[config.mk]
export PLATFORM = sky130hd
export DESIGN_NAME = conv_mean_unit
export DESIGN_NICKNAME = d
export VERILOG_FILES = /design/src/rtl/conv_mean_pkg.sv /design/src/rtl/conv_mean_ctrl.sv /design/src/rtl/conv_mean_dp.sv /design/src/rtl/conv_mean_unit.sv
export SDC_FILE = /design/constraint.sdc
export NUM_CORES = 1
export LEC_CHECK = 0
export BUFFER_PORTS_ARGS = -buffer_cell sky130_fd_sc_hd__clkbuf_2
export CAP_MARGIN = 10
export CORE_MARGIN = 4
export CORE_UTILIZATION = 53
export CTS_CLUSTER_SIZE = 25
export DETAILED_ROUTE_END_ITERATION = 16
export PLACE_DENSITY = 0.77
export SLEW_MARGIN = 5
export SYNTH_ARGS = -nofsm -noshare
export SYNTH_HDL_FRONTEND = slang
export SYNTH_SLANG_ARGS = --single-unit
[constraint.sdc]
create_clock -name clk -period 2.65 [get_ports clk]
set_input_delay 0 -clock clk [delete_from_list [all_inputs] [get_ports clk]]
set_output_delay 0 -clock clk [all_outputs]
set_load 0.005 [all_outputs]
[src/rtl/conv_mean_pkg.sv]
package conv_mean_pkg;
  // Strobes from control to datapath, one cycle each
  typedef struct packed {
    logic clrAcc;   // zero accumulator
    logic addAcc;   // add sample, group not full
    logic commit;   // final sample: write mean
    logic passThru; // bypass: copy sample
  } avgStrobes_t;
endpackage

[src/rtl/conv_mean_ctrl.sv]
module conv_mean_ctrl
  import conv_mean_pkg::*;
#(
  parameter int SEL_W    = 2,
  parameter int MIN_LOG2 = 2
) (
  input  logic             clk,
  input  logic             rst_n,
  input  logic             avgEn,
  input  logic [SEL_W-1:0] sizeSel,
  input  logic             startReq,
  input  logic             sampleValid,
  input  logic             readAck,
  output avgStrobes_t      strb,
  output logic             doneFlag,
  output logic             convMore
);
  localparam int MAX_LOG2 = MIN_LOG2 + (2 ** SEL_W) - 1;
  localparam int CNT_W    = MAX_LOG2;

  logic             avgEnQ;
  logic [SEL_W-1:0] sizeQ;
  logic [CNT_W-1:0] cnt;
  logic [CNT_W:0]   groupN;
  logic             cfgChg, accept, isLast;

  always_comb begin
    groupN = (CNT_W+1)'(1) << (CNT_W'(sizeSel) + CNT_W'(MIN_LOG2));
    cfgChg = (avgEn != avgEnQ) || (sizeSel != sizeQ);
    accept = sampleValid && !startReq && !cfgChg;
    isLast = ({1'b0, cnt} == groupN - (CNT_W+1)'(1));
    strb.passThru = accept && !avgEn;
    strb.commit   = accept && avgEn && isLast;
    strb.addAcc   = accept && avgEn && !isLast;
    strb.clrAcc   = startReq || cfgChg || strb.commit;
  end

  always_ff @(posedge clk) begin
    if (!rst_n) begin
      avgEnQ   <= 1'b0;
      sizeQ    <= '0;
      cnt      <= '0;
      doneFlag <= 1'b0;
      convMore <= 1'b0;
    end else begin
      avgEnQ   <= avgEn;
      sizeQ    <= sizeSel;
      convMore <= strb.addAcc;
      if (strb.clrAcc)      cnt <= '0;
      else if (strb.addAcc) cnt <= cnt + CNT_W'(1);
      if (strb.commit || strb.passThru) doneFlag <= 1'b1;
      else if (readAck || startReq)     doneFlag <= 1'b0;
    end
  end
endmodule

[src/rtl/conv_mean_dp.sv]
module conv_mean_dp
  import conv_mean_pkg::*;
#(
  parameter int SAMPLE_W = 16,
  parameter int SEL_W    = 2,
  parameter int MIN_LOG2 = 2
) (
  input  logic                clk,
  input  logic                rst_n,
  input  avgStrobes_t         strb,
  input  logic [SEL_W-1:0]    sizeSel,
  input  logic [SAMPLE_W-1:0] sampleData,
  output logic [SAMPLE_W-1:0] resultData
);
  localparam int MAX_LOG2 = MIN_LOG2 + (2 ** SEL_W) - 1;
  localparam int ACC_W    = SAMPLE_W + MAX_LOG2;
  localparam int SH_W     = $clog2(MAX_LOG2 + 1);

  logic [ACC_W-1:0] acc, sumNext, meanFull;
  logic [SH_W-1:0]  shAmt;

  always_comb begin
    sumNext  = acc + ACC_W'(sampleData);
    shAmt    = SH_W'(sizeSel) + SH_W'(MIN_LOG2);
    meanFull = sumNext >> shAmt;
  end

  always_ff @(posedge clk) begin
    if (!rst_n) begin
      acc        <= '0;
      resultData <= '0;
    end else begin
      if (strb.clrAcc)      acc <= '0;
      else if (strb.addAcc) acc <= sumNext;
      if (strb.commit)        resultData <= meanFull[SAMPLE_W-1:0];
      else if (strb.passThru) resultData <= sampleData;
    end
  end
endmodule

[src/rtl/conv_mean_unit.sv]
module conv_mean_unit
  import conv_mean_pkg::*;
#(
  parameter int SAMPLE_W = 16,
  parameter int SEL_W    = 2,
  parameter int MIN_LOG2 = 2
) (
  input  logic                clk,
  input  logic                rst_n,
  input  logic                avgEn,
  input  logic [SEL_W-1:0]    sizeSel,
  input  logic                startReq,
  input  logic                sampleValid,
  input  logic [SAMPLE_W-1:0] sampleData,
  input  logic                readAck,
  output logic [SAMPLE_W-1:0] resultData,
  output logic                doneFlag,
  output logic                convMore
);
  avgStrobes_t strb;

  conv_mean_ctrl #(.SEL_W(SEL_W), .MIN_LOG2(MIN_LOG2)) u_ctrl (
    .clk(clk), .rst_n(rst_n), .avgEn(avgEn), .sizeSel(sizeSel),
    .startReq(startReq), .sampleValid(sampleValid), .readAck(readAck),
    .strb(strb), .doneFlag(doneFlag), .convMore(convMore)
  );

  conv_mean_dp #(.SAMPLE_W(SAMPLE_W), .SEL_W(SEL_W), .MIN_LOG2(MIN_LOG2)) u_dp (
    .clk(clk), .rst_n(rst_n), .strb(strb), .sizeSel(sizeSel),
    .sampleData(sampleData), .resultData(resultData)
  );
endmodule

**Word level (Yosys, flattened, before mapping)**

Index checks and enable logic that the tools add are counted.

- Register bits after elaboration: 47
- Output and inout port bits: 18

- $add $sub $neg: 5
- Eq/ne operators: 3
- Shift operators: 2
- Multiplexer cells: 4
- Bitwise operators: 1
- Reduce and logical (&&, ||, !) cells: 18

Operators by type and width:

| operator | count |
|---|---|
| $mux W16 | 2 |
| $add A21 B16 Y21 | 1 |
| $shr A21 B3 Y16 | 1 |
| $add A2 B2 Y3 const B | 2 |
| $eq A5 B6 Y1 | 1 |
| $logic_and A1 B1 Y1 | 6 |
| $shl A1 B5 Y6 const A | 1 |
| $sub A6 B1 Y6 const B | 1 |
| $add A5 B1 Y5 const B | 1 |
| $logic_or A1 B1 Y1 | 5 |
| $logic_not A1 Y1 | 4 |
| $reduce_bool A2 Y1 | 2 |
| $mux W1 | 2 |
| $ne A2 B2 Y1 | 1 |
| $reduce_or A2 Y1 | 1 |
| $ne A1 B1 Y1 | 1 |
| $not A1 Y1 | 1 |

**Longest topological paths before layout**

- Depth in word-level cells: 8
- Mapped depth: 11

**Modules after synthesis**

Synthesis repeated with hierarchy kept, for this count alone.

- Cells, all modules: 405
- Area total of the unflattened synthesis: 3433.3 um2

Modules (own cells, without submodules):

| module | times used | cells an instance | area an instance (um2) | sequential area each (um2) |
|---|---|---|---|---|
| conv_mean_dp | 1 | 348 | 2880.3 | 740.7 |
| conv_mean_ctrl | 1 | 57 | 553.0 | 200.2 |

**Worst setup path after synthesis**

Ideal clock, no wire load.

- Kind: reg2reg
- Start: register u_dp.acc[0]
- End: register u_dp.resultData[15]
- Library setup time: 0.120 ns
- Data arrival time: 2.695 ns
- Required time: 2.530 ns
- Path slack: -0.165 ns
- Cell stages (with the launch flop): 12
- Buffers on the path: 1
- Clock period less this slack: 2.815 ns
- Cells stage by stage: dfxtp_1 -> ha_1 -> fa_1 -> a211o_1 -> a211o_1 -> a21oi_4 -> o21ai_2 -> and3_4 -> buf_6 -> o311a_1 -> a31o_1 -> o31a_1

- Word-level cells in the longest chain between the ends: 3

RTL lines:

| element | line | text |
|---|---|---|
| start, declared | conv_mean_dp.sv:19 | `logic [ACC_W-1:0] acc, sumNext, meanFull;` |
| start signal, assigned | conv_mean_dp.sv:34 | `else if (strb.addAcc) acc <= sumNext;` |
| $add A21 B16 Y21 | conv_mean_dp.sv:23 | `sumNext = acc + ACC_W'(sampleData);` |
| $shr A21 B3 Y16 | conv_mean_dp.sv:25 | `meanFull = sumNext >> shAmt;` |
| $mux W16 | conv_mean_dp.sv:35 | `if (strb.commit) resultData <= meanFull[SAMPLE_W-1:0];` |
| end signal, assigned | conv_mean_dp.sv:35 |  |
| end signal, assigned | conv_mean_dp.sv:36 | `else if (strb.passThru) resultData <= sampleData;` |
| end, declared | conv_mean_dp.sv:13 | `output logic [SAMPLE_W-1:0] resultData` |

Every way passes these cells.
A chain may end at the register's enable or synchronous reset.

**Worst setup path after layout**

- Start: register u_dp.acc[0]
- End: register u_dp.resultData[9]

Same word-level chain as after synthesis.

==> flow_summary.toml <==
[routing]
initialDrtViolationCount = 277
drc = 0
drt_wl_total_um = 10110
firstDrtPassIters = 5
drt-vias-per-instance = 6.254
route.antenna.remaining_nets = 0
wl_per_cell_um = 17.59
routed-via-count = 3596

[critical_path]
path_max_fanout = 4
r2r_setup_slack_ps = -70
r2r_cells = 11
crit_buf_inv = 2
cp.arrival_ps = 2960
crit_chain = "ha_4, fa_2, a211o_1, a211o_1, a21oi_4, buf_6, mux2i_4, and2_4, buf_6, o22ai_2, o31ai_1"
cpPeakStageDelay_ps = 350
reg2reg_to = "u_dp.resultData[9]"
critPathSlowestCell = "dfxtp_2"
required_ps = 2880
r2r-start = "u_dp.acc[0]"
crit_type = "register to register"
critPathTopFamily = "compound AO/OA/AOI/OAI gates"
startpoint_type = "register"
crit_path_end_kind = "register"

[pwr]
power.density_mw_per_mm2 = 362.8
peakVddDrop_mv = 0.2429
p_leak_nw = 1.680
total_power_mw = 1.510

[final_layout]
multiInputGateArea_sq_mm = 0.002535
seq_area_sq_um = 942.2
num_antenna_cells = 0
drive_above_1_share = 0.2410
syn2layout_area_growth_pct = 18.57
final.fill_count = 539
final_area_sq_mm = 0.004163
nNetsFinal = 540

[status]
violations = "setup timing"
status = "finished with violations"

[yosys]
synth_top_cell_by_area = "dfxtp_1"
async_reset_ff_frac = 0
synth_warnings = 0
seq_area_frac_synth = 0.2680
syn_inst = 446
yosys.cell_types.count = 70
synthTopCellsByArea = "dfxtp_1 (27%), nand2_1 (6.9%), a21oi_1 (6.7%), ha_1 (6.4%), nor2_1 (4.0%)"
synth_edf_count = 0
synth_most_common_cell = "nand2_1"
synth-main-ff-cell = "dfxtp_1"
netlist_area_sq_mm = 0.003511
synth_top_area_share = 0.2680
ys_seq_elements = 47
synthTopCellsByCount = "nand2_1 (65), a21oi_1 (47), dfxtp_1 (47), nor2_1 (37), ha_1 (18)"
avgSynthCellArea_sq_um = 7.872
syn_nets = 489

[timing]
hold_viol = 0
fin_ws_ps = -74.32
fmax_mhz = 367.1
finalSetupViolCount = 4
final-max-slew-violation-count = 0
period_share = 1.028
slew-limit-headroom = 0.4735
final.min_clock_period_ps = 2724
tightest_slew_ps = 788.9
rsz0062_at_grt = "yes"
fin_skew_ps = 12.35

[placement]
portBuffers = 41
dp_hpwl_um = 7434
gpl.final_weighted_congestion = 0.9613
dpl_cell_area_sq_mm = 0.003882
pre_cts_slack_ps = -176.4

[clocking]
cts_buffer_depth = 2
cts_sinks = 47
clock_latency_ps = 320
clock_tree.root_cell = "clkbuf_8"
cts_tree = "yes"
htreeDepth = 2
clk_pin_slew_ps = 100
numCtsBuffers = 5

[worst_hold_path]
holdCritPathClass = "primary input to register"
holdPathEnd = "u_dp.resultData[7]"
worstHoldPathCells = 3
hp-start = "sampleData[7]"

[global_route]
grt_pass1_vias = 3223
track_usage = 0.2494
grt_antenna_before_repair = 0
grt_pass1_wl_um = 15660
grt_max_degree = 27
grt_remaining_overflow = 0

[die]
die_h_um = 89.39
die-area_sq_mm = 0.007991
io_pins = 42
coreArea_sq_mm = 0.006386
start_util = 0.5498
floorplan.die.width_um = 89.39
rows = 29

[flow_run]
drv_cap = 0
cell families (layout without fill, tap and decap cells):
logic type	Yosys count	after routing	share of synthesized area
AND/OR/NAND/NOR	172	172	0.2356
AO/OA/AOI/OAI	133	133	0.2691
flip-flops	47	47	0.2680
buffers and inverters	37	89	0.04562
XOR/XNOR	24	24	0.05987
adder cells (fa/ha/maj)	19	19	0.06985
multiplexers	14	14	0.05203
placed cells by master, fill, tap and decap left out, types with 5 or more instances in the layout:
| master | instances |
|---|---|
| xor2_1 | 10 |
| buf_4 | 24 |
| nand3_1 | 10 |
| mux2i_1 | 6 |
| ha_1 | 15 |
| clkbuf_2 | 41 |
| nand4_1 | 9 |
| and2_1 | 6 |
| xnor2_1 | 11 |
| nor3_1 | 7 |
| o211ai_1 | 8 |
| a21oi_1 | 45 |
| nor2_1 | 37 |
| inv_1 | 10 |
| dfxtp_1 | 46 |
| clkbuf_8 | 5 |
| a21o_1 | 9 |
| and3_1 | 6 |
| o21ai_0 | 13 |
| nand2_1 | 64 |
stage by stage:
stage / hold slack [ps] / setup TNS, ps / std cells / utilization
after floorplan: 179.0 / -106.3 / 446 / -
after global placement: 274.5 / -159.2 / 563 / 0.6080
after detailed placement: 289.7 / -594.3 / 563 / 0.6080
after CTS: 13.64 / -17.41 / 573 / 0.6307
after global routing: 30.97 / -1126 / 575 / 0.6518
final: 21.03 / -122.0 / 575 / 0.6518
how the worst max path moves through the flow:
stage	startpoint	cells past startpoint	end	slack, ps
floorplan	u_dp.acc[0]	11	u_dp.resultData[15]	-80
global placement	u_dp.acc[0]	10	u_dp.resultData[12]	-60
detailed placement	u_dp.acc[0]	10	u_dp.resultData[12]	-180
CTS	u_dp.acc[0]	10	u_dp.resultData[12]	-20
global route	u_dp.acc[0]	11	u_dp.resultData[9]	-210
finish	u_dp.acc[0]	11	u_dp.resultData[9]	-70
layout make-up:
class	count	area share
clock inverter	3	0.01112
clock buffer	5	0.01653
tap	77	0.02314
inverter	12	0.01082
timing repair buffer	69	0.1031
multi-input combinational	362	0.6090
sequential	47	0.2263
registers in the layout, indices dropped and copies added (netlist names):
signal           cells
u_ctrl.doneFlag      1
u_dp.resultData     16
u_ctrl.sizeQ         2
u_dp.acc            21
u_ctrl.cnt           5
u_ctrl.convMore      1
u_ctrl.avgEnQ        1
report_power, final:
group / total, mW / switching [mW] / leakage (nW) / internal, mW
logic: 0.235 / 0.142 / 1.24 / 0.0925
clock network: 0.560 / 0.275 / 0.0548 / 0.285
registers: 0.716 / 0.00385 / 0.380 / 0.712
total: 1.51 / 0.421 / 1.68 / 1.09
worst min-delay path: cells and delay by family:
family	cells	cell delay [ps]
AOI/OAI and AO/OA	2	170
buffers and inverters	1	130
per-layer routing:
layer | global-route usage | wire, um | vias up | share of wire
met5 | 0 | 0 | - | 0
met4 | 0.05954 | 161 | 0 | 0.016
met3 | 0.04700 | 946 | 19 | 0.094
met2 | 0.4019 | 4593 | 181 | 0.45
met1 | 0.3440 | 4410 | 1675 | 0.44
li1 | - | - | 1721 | -
what timing repair did:
action / in CTS / in global routing
buffers inserted: 1 / 2
gates resized for setup: 2 / 29
cloned: 0 / 0
hold endpoints to repair: 1 / 0
pin swaps: 4 / 14
hold buffers: 1 / 0
setup endpoints to repair: 10 / 14
Note: power is estimated with default switching activity, not from simulation.
